### config.mk
export PLATFORM = sky130hd
export DESIGN_NAME = scan_addr_gen
export DESIGN_NICKNAME = d
export VERILOG_FILES = /design/src/rtl/scan_addr_pkg.sv /design/src/rtl/scan_start_assemble.sv /design/src/rtl/scan_depth_decode.sv /design/src/rtl/scan_addr_accum.sv /design/src/rtl/scan_addr_gen.sv
export SDC_FILE = /design/constraint.sdc
export NUM_CORES = 1
export LEC_CHECK = 0
export ABC_AREA = 1
export BUFFER_PORTS_ARGS = -buffer_cell sky130_fd_sc_hd__buf_2
export CORE_MARGIN = 3
export CORE_UTILIZATION = 40
export CTS_CLUSTER_DIAMETER = 80
export DETAILED_ROUTE_END_ITERATION = 6
export PLACE_DENSITY_LB_ADDON = 0.25
export SLEW_MARGIN = 5
export SYNTH_ARGS = -nofsm -noshare
export SYNTH_HDL_FRONTEND = slang
export SYNTH_SLANG_ARGS = --single-unit
### constraint.sdc
create_clock -name clk -period 2.5 [get_ports clk]
set_input_delay 0.125 -clock clk [delete_from_list [all_inputs] [get_ports clk]]
set_output_delay 0.125 -clock clk [all_outputs]
set_load 0.01 [all_outputs]
### src/rtl/scan_addr_pkg.sv
// Package: shared widths and the depth-mode code points of the scanout
// address generator. Assumes 8-bit control registers.
package scan_addr_pkg;
    localparam int REG_W      = 8;
    localparam int START_W    = 20;   // start value width, 4-byte units
    localparam int PITCH_W    = 9;    // pitch width, 8-byte units
    localparam int STEP_W     = 3;    // pixel size in bytes, 1..4

    localparam logic [4:0] DEPTH_8BPP  = 5'h11;
    localparam logic [4:0] DEPTH_16BPP = 5'h17;
    localparam logic [4:0] DEPTH_24BPP = 5'h15;
    localparam logic [4:0] DEPTH_32BPP = 5'h19;

    typedef logic [STEP_W-1:0] step_t;
endpackage

### src/rtl/scan_start_assemble.sv
// Module: gathers the scattered start-address and pitch fields into
// byte-scaled values. Purely combinational; assumes ADDR_W >= 22.
module scan_start_assemble
    import scan_addr_pkg::*;
#(
    parameter int ADDR_W = 22
) (
    input  logic [REG_W-1:0]  start_hi,
    input  logic [REG_W-1:0]  start_lo,
    input  logic [REG_W-1:0]  ext_a,
    input  logic [REG_W-1:0]  ext_b,
    input  logic [REG_W-1:0]  pitch_lo,
    output logic [ADDR_W-1:0] start_bytes,
    output logic [ADDR_W-1:0] pitch_bytes
);
    logic [START_W-1:0] start_units;
    logic [PITCH_W-1:0] pitch_units;

    // Concatenate the start fields and scale by four.
    always_comb begin
        start_units = {ext_b[7], ext_a[3:2], ext_a[0], start_hi, start_lo};
        start_bytes = ADDR_W'({start_units, 2'b00});
    end

    // Concatenate the pitch fields and scale by eight.
    always_comb begin
        pitch_units = {ext_a[4], pitch_lo};
        pitch_bytes = ADDR_W'({pitch_units, 3'b000});
    end
endmodule

### src/rtl/scan_depth_decode.sv
// Module: maps the packed-pixel depth code to a byte step per pixel.
// Only the low five bits take part; an unknown code gives valid = 0.
module scan_depth_decode
    import scan_addr_pkg::*;
(
    input  logic [REG_W-1:0] depth_code,
    output step_t            step,
    output logic             valid
);
    // Decode the code point into a pixel size.
    always_comb begin
        valid = 1'b1;
        unique case (depth_code[4:0])
            DEPTH_8BPP:  step = 3'd1;
            DEPTH_16BPP: step = 3'd2;
            DEPTH_24BPP: step = 3'd3;
            DEPTH_32BPP: step = 3'd4;
            default: begin
                step  = 3'd0;
                valid = 1'b0;
            end
        endcase
    end
endmodule

### src/rtl/scan_addr_accum.sv
// Module: line-base and pixel address registers. Priority is frame,
// then line, then pixel. Sums wrap at ADDR_W bits. Synchronous active-low reset.
module scan_addr_accum
    import scan_addr_pkg::*;
#(
    parameter int ADDR_W = 22
) (
    input  logic              clk,
    input  logic              rst_n,
    input  logic [ADDR_W-1:0] start_bytes,
    input  logic [ADDR_W-1:0] pitch_bytes,
    input  step_t             step,
    input  logic              step_ok,
    input  logic              frame_start,
    input  logic              line_start,
    input  logic              pix_adv,
    output logic [ADDR_W-1:0] line_base,
    output logic [ADDR_W-1:0] addr
);
    logic [ADDR_W-1:0] next_line;
    logic [ADDR_W-1:0] next_pix;

    // Candidate sums for the next line and the next pixel.
    always_comb begin
        next_line = line_base + pitch_bytes;
        next_pix  = addr + ADDR_W'(step);
    end

    // Update the line base and pixel address by strobe priority.
    always_ff @(posedge clk) begin
        if (!rst_n) begin
            line_base <= '0;
            addr      <= '0;
        end else if (frame_start) begin
            line_base <= start_bytes;
            addr      <= start_bytes;
        end else if (line_start) begin
            line_base <= next_line;
            addr      <= next_line;
        end else if (pix_adv && step_ok) begin
            addr      <= next_pix;
        end
    end
endmodule

### src/rtl/scan_addr_gen.sv
// Module: top of the scanout pixel address generator. It joins the field
// assembler, the depth decoder and the address accumulator, and registers
// the depth error flag. Assumes register inputs are steady during a frame.
module scan_addr_gen
    import scan_addr_pkg::*;
#(
    parameter int ADDR_W = 22
) (
    input  logic              clk,
    input  logic              rst_n,
    input  logic [7:0]        crt_start_hi,
    input  logic [7:0]        crt_start_lo,
    input  logic [7:0]        crt_ext_a,
    input  logic [7:0]        crt_ext_b,
    input  logic [7:0]        crt_pitch,
    input  logic [7:0]        seq_depth,
    input  logic              frame_start,
    input  logic              line_start,
    input  logic              pix_adv,
    output logic [ADDR_W-1:0] pix_addr,
    output logic              depth_err
);
    logic [ADDR_W-1:0] start_bytes;
    logic [ADDR_W-1:0] pitch_bytes;
    logic [ADDR_W-1:0] line_base_q;
    step_t             step;
    logic              step_ok;

    scan_start_assemble #(.ADDR_W(ADDR_W)) asm_i (
        .start_hi   (crt_start_hi),
        .start_lo   (crt_start_lo),
        .ext_a      (crt_ext_a),
        .ext_b      (crt_ext_b),
        .pitch_lo   (crt_pitch),
        .start_bytes(start_bytes),
        .pitch_bytes(pitch_bytes)
    );

    scan_depth_decode dec_i (
        .depth_code(seq_depth),
        .step      (step),
        .valid     (step_ok)
    );

    scan_addr_accum #(.ADDR_W(ADDR_W)) acc_i (
        .clk        (clk),
        .rst_n      (rst_n),
        .start_bytes(start_bytes),
        .pitch_bytes(pitch_bytes),
        .step       (step),
        .step_ok    (step_ok),
        .frame_start(frame_start),
        .line_start (line_start),
        .pix_adv    (pix_adv),
        .line_base  (line_base_q),
        .addr       (pix_addr)
    );

    // Register the error flag for an unrecognized depth code.
    always_ff @(posedge clk) begin
        if (!rst_n) depth_err <= 1'b0;
        else        depth_err <= !step_ok;
    end
endmodule

Yosys cells after proc, flatten, opt, wreduce, memory -nomap -nowiden:

Index checks and enable logic that the tools add are counted.

* flip-flop bits (word level): 45
* latch bits: 0
* bits in writable memories: 0
* memory bits (read-only): 0
* bits of input ports: 53
* output and inout port bits: 23
* logic and storage cells: 26
* memories kept: 0

* $add $sub $neg: 2
* $mul: 0
* divide/modulo/power cells: 0
* order comparisons: 0
* equal/unequal tests: 4
* shifts and indexed selects: 0
* muxes and demuxes: 7
* bitwise gates (word level): 1
* reduce and logical (&&, ||, !) cells: 7

Operator list (number)
* 2-to-1 mux 22 bit: 5
* adder 22 x 12 -> 22 bit: 1
* adder 22 x 3 -> 22 bit: 1
* equality test 5 bit (second input constant): 4
* case mux 3 bit (4 select lines): 1
* nonzero test 2 bit: 2
* OR reduction 4 bit: 1
* nonzero test 3 bit: 1
* OR reduction 2 bit: 1
* logical AND 1 bit: 1
* logical NOT 1 bit: 1
* 2-to-1 mux 1 bit: 1
* NOT 1 bit: 1

Depth between registers and ports, before layout:

Gate-level depths: netlist of run 1.

* word-level depth: 7
* depth in mapped cells: 16
* gate-level depth less buffers: 16

By module:

Synthesis of run 1 repeated with hierarchy kept, for this count alone.

* cell total of the unflattened synthesis: 706
* area total of the unflattened synthesis: 4305.4 um^2

By module, submodules not included
* scan_addr_accum: instances 1, cells each 643, area an instance 3882.5 um^2, sequential area each 880.8 um^2
* scan_start_assemble: instances 1, cells each 45, area an instance 334.1 um^2, sequential area each 0.0 um^2
* scan_depth_decode: instances 1, cells each 15, area an instance 58.8 um^2, sequential area each 0.0 um^2
* scan_addr_gen: instances 1, cells each 3, area an instance 30.0 um^2, sequential area each 20.0 um^2

Worst setup path after synthesis of run 1:

No wires, ideal clock.

* kind: input to register
* start point: input port seq_depth[1]
* end point: register acc_i.addr[18]
* library setup time: 109 ps
* arrival: 1812 ps
* data required time: 2391 ps
* setup slack: 579 ps
* cell stages on the path: 14
* cell sequence: nor4_1 ha_1 inv_1 fa_1 inv_1 nand3_1 nand2_1 nand3_4 nor2_4 nand4_1 nand2_1 nand3_1 nand2_1 inv_1

* cells in the longest elaborated chain, start to end: 6
* elaborated cells on any way between the ends: 13
* those cells by class: add/sub (1); eq/ne (4); mux (5); reduce/logical (3)

RTL lines
* start, declared: RTL line scan_addr_gen.sv:16 `input logic [7:0] seq_depth,`
* equality test 5 bit: RTL line scan_depth_decode.sv:13 `unique case (depth_code[4:0])`
* case mux 3 bit (4 select lines): RTL line scan_depth_decode.sv:13
* adder 22 x 3 -> 22 bit: RTL line scan_addr_accum.sv:26 `next_pix = addr + ADDR_W'(step);`
* 2-to-1 mux 22 bit: RTL line scan_addr_accum.sv:40 `end else if (pix_adv && step_ok) begin`
* 2-to-1 mux 22 bit: RTL line scan_addr_accum.sv:37 `end else if (line_start) begin`
* 2-to-1 mux 22 bit: RTL line scan_addr_accum.sv:34 `end else if (frame_start) begin`
* end signal, assigned: RTL line scan_addr_accum.sv:36 `addr <= start_bytes;`
* end signal, assigned: RTL line scan_addr_accum.sv:39 `addr <= next_line;`
* end signal, assigned: RTL line scan_addr_accum.sv:41 `addr <= next_pix;`
* end, declared: RTL line scan_addr_accum.sv:18 `output logic [ADDR_W-1:0] addr`

Parallel ways exist; a longest one is shown, timed or not. The select of a mux whose other input is x is not followed.
A chain may end at the register's enable or synchronous reset.

Final worst setup path of run 1:

* start point: register acc_i.addr[0]
* end point: register acc_i.addr[12]

* cells in the longest elaborated chain, start to end: 4

RTL lines (RTL line)
* adder 22 x 3 -> 22 bit: scan_addr_accum.sv:26
* 2-to-1 mux 22 bit: scan_addr_accum.sv:40
* 2-to-1 mux 22 bit: scan_addr_accum.sv:37
* 2-to-1 mux 22 bit: scan_addr_accum.sv:34

Every way passes these cells. The select of a mux whose other input is x is not followed.

==> impl_metrics.csv, run 1 <==
group,metric,value,unit
die,core_area,8260,µm²
clock_tree,cts_buffers,5,
setup_path,crit_type,"register to register",
timing,hold_viol,0,
setup_path,cp-end-kind,"register",
setup_path,worstRegToRegCells,13,
clock_tree,clock_sinks,43,
clock_tree,clk_pin_slew_worst_paths,0.09,ns
setup_path,crit_fanout,6,
die,ios,76,
synthesis,synth_area,3400,µm²
die,die_w,98.2,µm
die,start_util,0.412,
die,dieArea,9650,µm²
global_route,grt_first_pass_wirelength,16.7,mm
die,row_count,33,
timing,fin_crit,2.17,ns
synthesis,synth_commonest_cells,"166 x nand2_1, 76 x inv_1, 52 x nand3_1",
power_and_ir_drop,powerDensity,426,nW/µm²
timing,tns,0,ns
layout,postLayoutCoreUtil,0.468,
layout,nNetsFinal,682,
setup_path,critPathLaunchType,"register",
routing,drt_iter0_markers,156,
synthesis,async_flop_share,0,
place,io_buffer_count,61,
power_and_ir_drop,peakVddDrop,247,µV
synthesis,synth_area_leaders,"dfxtp_1 25%, nand2_1 18%, inv_1 8.4%",
global_route,grt_pass1_vias,3545,
layout,diodes,0,
timing,slew_headroom,0.535,
timing,finalMaxSlewViolations,0,
timing,fmax,460,MHz
clock_tree,cts_setup_buffers,0,
place,routabilityCongestion,0.863,
routing,ant_nets,0,
global_route,grt_usage,0.208,
global_route,overflow,0,
layout,drive_gt1_frac,0.161,
place,place_hpwl,7.55,mm
place,place_area,3780,µm²
power_and_ir_drop,power.leakage,0.00194,µW
min_path,hold_path_class,"input port to register",
routing,avgViaCountPerCell,5.07,
clock_tree,root_buffer,"clkbuf_8",
min_path,hold_path_depth,3,
timing,rsz0062_at_grt,"false",
setup_path,arrival,2.39,ns
synthesis,synthDistinctLibCells,48,
synthesis,ys_seq_area_frac,0.253,
synthesis,synth_top_area_cell,"dfxtp_1",
clock_tree,cts_tree,"yes",
setup_path,path_cells,"ha_1, inv_1, fa_1, inv_1, nand3_1, nand2_1, nand4_1, nand2_1, inv_1, a21oi_1, nand3_1, nand2_1, inv_1",
synthesis,yosys_warnings,0,
setup_path,crit_slowest_cell,"dfxtp_1",
synthesis,synth-seq-cells,43,
layout,final_cell_count_no_fill,721,
clock_tree,cts_resized,0,
synthesis,post-synth-top-count-cell,"nand2_1",
routing,wirelength,9.68,mm
setup_path,path_common_cell,"inv_1",
routing,vias,3654,
synthesis,syn_nets,625,
synthesis,avgSynthCellArea,6.10,µm²
layout,area_delta_synth_final,13.7,%
routing,wl_per_cell,13.4,µm
synthesis,synthCells,558,
synthesis,synth_top_cell_area_share,0.253,
global_route,antenna_found_initial,0,
routing,drc,0,
clock_tree,clock_path_buffers,2,
synthesis,synth_flop_cell,"dfxtp_1",
layout,finish.instance_area,3870,µm²
place,dpl.cell_count,713,
die,dieHeight,98.2,µm
setup_path,cpPeakStageDelay,0.37,ns
timing,setup-violations-final,0,
timing,fin_skew,0.00576,ns
timing,holdWs,0.120,ns
timing,finalCritPeriodShare,0.869,
synthesis,synth_edf_count,0,
routing,firstDrtPassIters,4,
clock_tree,hold_buffers,0,
setup_path,cp.required,2.71,ns
run_status,status,"completed",
clock_tree,clk_latency,0.30,ns
flow_run,max-cap-violations,0,
global_route,grt_max_degree,29,
timing,tightest_slew,0.697,ns
clock_tree,h-tree-depth,2,
-- where the power goes --
part / internal (µW) / switching [µW] / leakage (µW) / total [µW]
Combinational: 153 / 248 / 0.00154 / 401
Sequential: 732 / 56.1 / 0.000355 / 788
Clock: 196 / 263 / 0.0000412 / 459
Total: 1080 / 567 / 0.00194 / 1650
-- worst paths after layout --
kind,start,to,slack [ns]
max reg2reg,acc_i.addr[0],acc_i.addr[12],0.33
min,crt_start_lo[4],acc_i.line_base[6],0.12
min reg2reg,acc_i.line_base[9],acc_i.line_base[9],0.49
max,acc_i.addr[0],acc_i.addr[12],0.33
-- through the flow --
stage / total power, µW / worst slack [ns]
after CTS: 1660 / 0.347
after detailed placement: 1200 / 0.191
after global routing: 1750 / 0.124
final: 1650 / 0.326
after floorplan: 1070 / 0.579
after global placement: 1190 / 0.256
-- critical path, delay by kind of cell (launching register included) --
| kind | cells | cell delay [ns] |
|---|---|---|
| and+or+nand+nor | 6 | 0.75 |
| adders and majority gates | 2 | 0.57 |
| DFF | 1 | 0.37 |
| buffers and inverters | 4 | 0.23 |
| AOI/OAI and AO/OA | 1 | 0.15 |
-- registers in the layout, summed over array words and instances, names as in the netlist --
signal,count
acc_i.addr,22
depth_err,1
acc_i.line_base,20
-- routing by layer --
metal	share of wire	routed length (µm)	GRT usage
met1	0.47	4580	0.277
met2	0.46	4490	0.354
met3	0.053	512	0.0307
met4	0.0096	93	0.0546
met5	0	0	0
-- layout by cell type (no fill, tap or decap), types with 2 or more instances in the layout --
| cell | n |
|---|---|
| clkbuf_8 | 5 |
| fa_1 | 2 |
| nand3b_1 | 9 |
| buf_4 | 2 |
| nand2_2 | 5 |
| or2_1 | 2 |
| or2_2 | 2 |
| o21ai_1 | 7 |
| xnor2_1 | 2 |
| nor3_1 | 7 |
| nor4_1 | 2 |
| a21oi_1 | 33 |
| o21bai_1 | 2 |
| and2_1 | 3 |
| a31oi_1 | 11 |
| a21oi_2 | 3 |
| nand2_1 | 166 |
| nand3_1 | 52 |
| ha_1 | 12 |
| inv_1 | 76 |
| nor2_4 | 3 |
| buf_2 | 61 |
| nand4_1 | 4 |
| nand3_2 | 2 |
| o21ai_0 | 20 |
| a21boi_0 | 5 |
| nor2_2 | 6 |
| dfxtp_1 | 43 |
| nor2_1 | 49 |
-- final cells by class --
cell class / count / area, µm²
clock inverters: 2 / 12.5
clock buffers: 6 / 72.6
flip-flops and latches: 43 / 861
fillers: 912 / 4390
repair buffers: 63 / 320
well taps: 105 / 131
inverters: 80 / 313
multi-input cells: 422 / 2160
-- kinds of logic (layout without fill, tap and decap cells) --
family,Yosys count,after routing,synth area share
DFF,43,43,0.253
xor gates and xnor gates,3,3,0.00772
AOI/OAI and AO/OA,90,90,0.153
and+or+nand+nor,315,315,0.417
buffers and inverters,93,151,0.113
adders and majority gates,14,14,0.0559
(Power assumes the default switching activity.)
==> run 2: changes to the inputs <==
- CORE_ASPECT_RATIO: default -> 0.8
- CORE_UTILIZATION: 40 -> 55
==> impl_metrics.csv, run 2 (synthesis gave the netlist of run 1 again) <==
group,metric,value,unit
layout,largest-register,"acc_i.addr",
global_route,overflow,0,
setup_path,crit_start,"acc_i.addr[0]",
routing,drt_iter0_markers,310,
routing,firstDrtPassIters,6,
routing,ant_nets,0,
power_and_ir_drop,peakVddDrop,292,µV
clock_tree,cts_buffers,5,
layout,final_common_cell,"nand2_1",
power_and_ir_drop,powerDensity,434,nW/µm²
routing,vias,3881,
timing,finalCritPeriodShare,0.866,
timing,rsz0062_at_grt,"false",
clock_tree,hold_buffers,0,
layout,diodes,0,
clock_tree,clk_pin_slew_worst_paths,0.09,ns
setup_path,cpPeakStageDelay,0.37,ns
setup_path,cpLargestDelayFamily,"simple AND/OR/NAND/NOR gates",
timing,fin_crit,2.16,ns
setup_path,crit_slowest_cell,"dfxtp_1",
setup_path,path_buf_inv,3,
routing,wl_per_cell,14.2,µm
place,routabilityCongestion,0.911,
routing,drc,0,
layout,postLayoutCoreUtil,0.672,
layout,drive_gt1_frac,0.159,
clock_tree,cts_tree,"yes",
layout,largest_register_ffs,22,
global_route,grt_pass1_vias,3519,
place,io_buffer_count,61,
die,row_count,24,
global_route,grt_max_degree,29,
clock_tree,clk_latency,0.30,ns
setup_path,crit_type,"register to register",
setup_path,r2r_start,"acc_i.addr[0]",
timing,setup-violations-final,0,
timing,tns,0,ns
timing,hold_viol,0,
timing,fin_skew,0.00567,ns
die,dieHeight,76.3,µm
setup_path,worstRegToRegCells,14,
setup_path,rrSetupSlack,0.34,ns
setup_path,arrival,2.41,ns
clock_tree,cts_resized,0,
timing,tightest_slew,0.736,ns
routing,wirelength,9.84,mm
timing,slew_headroom,0.509,
setup_path,cp-end-kind,"register",
die,ios,76,
die,start_util,0.596,
clock_tree,clock_sinks,43,
clock_tree,cts_setup_buffers,0,
setup_path,cp.depth,14,
die,core_area,5710,µm²
setup_path,path_cells,"ha_1, inv_1, fa_1, inv_1, nand3_1, nand2_1, nand3_4, nor2_4, nor2_1, nor2_1, nand2_1, nand3_1, nand2_1, inv_1",
clock_tree,clock_path_buffers,2,
layout,area_delta_synth_final,12.7,%
min_path,hold_path_class,"input port to register",
flow_run,max-cap-violations,0,
setup_path,cp.required,2.75,ns
global_route,antenna_found_initial,0,
die,die_w,93.9,µm
place,place_hpwl,7.47,mm
timing,finalMaxSlewViolations,0,
setup_path,critPathLaunchType,"register",
clock_tree,h-tree-depth,2,
layout,final_cell_mix,"166 x nand2_1, 76 x inv_1, 61 x buf_2, 52 x nand3_1, 50 x nor2_1",
layout,largestRegisters,"acc_i.addr x22, acc_i.line_base x20, depth_err x1",
global_route,grt_first_pass_wirelength,16.4,mm
setup_path,crit_fanout,6,
timing,holdWs,0.107,ns
clock_tree,root_buffer,"clkbuf_8",
global_route,grt_usage,0.279,
timing,fmax,462,MHz
power_and_ir_drop,power.leakage,0.00194,µW
layout,nNetsFinal,682,
run_status,status,"completed",
routing,avgViaCountPerCell,5.60,
setup_path,r2r_end,"acc_i.addr[16]",
setup_path,critPathCapture,"acc_i.addr[16]",
die,dieArea,7170,µm²
==> run 2: cell types whose count changed in the layout (fill, tap and decap cells not counted) <==
cell / change
clkbuf_1: -1
clkbuf_8: +1
clkinvlp_4: -1
nor2_1: +1
nor2_2: -1
==> run 2: where the power goes <==
part / internal (µW) / switching, µW
sequential: 732 / 54.6
combinational: 153 / 253
clock: 217 / 252
total: 1100 / 560
==> run 2: routing by layer <==
| metal | vias to the layer above | GRT usage | wire (µm) |
|---|---|---|---|
| met5 | - | 0 | 0 |
| met3 | 23 | 0.0375 | 811 |
| met1 | 1755 | 0.396 | 4440 |
| li1 | 1922 | - | - |
| met2 | 181 | 0.434 | 4340 |
| met4 | 0 | 0.0880 | 246 |
==> run 2: worst min path at each step <==
stage,slack [ns],start,cells after the start,end
4_1_cts,0.10,line_start,4,acc_i.addr[1]
5_1_grt,0.13,crt_start_lo[0],3,acc_i.line_base[2]
3_3_place_gp,0.42,line_start,4,acc_i.addr[1]
6_report,0.11,line_start,4,acc_i.addr[1]
3_5_place_dp,0.43,line_start,4,acc_i.addr[1]
2_1_floorplan,0.30,line_start,3,acc_i.addr[1]
==> run 2: stage by stage <==
step | worst slack (ns) | instances | instance area (µm²) | power [µW]
2_1_floorplan | 0.579 | 558 | 3400 | 1070
6_report | 0.336 | 693 | 3830 | 1660
3_5_place_dp | 0.165 | 686 | 3750 | 1200
5_1_grt | 0.144 | 693 | 3830 | 1750
3_3_place_gp | 0.228 | 686 | 3750 | 1190
4_1_cts | 0.372 | 693 | 3830 | 1660
==> run 2: area by class of cell <==
cell class                      count  area (µm²)
Fill cell                         556        1870
Sequential cell                    43         861
Timing Repair Buffer               63         320
Inverter                           80         313
Multi-Input combinational cell    422        2160
Tap cell                           78        97.6
Clock buffer                        6        82.6
Clock inverter                      1        5.00
==> run 2: tightest hold or removal path, cell delays in order <==
cell and delay, ns:
buf_2 0.10, nor2_1 0.04, nand2_1 0.05, a21oi_1 0.05
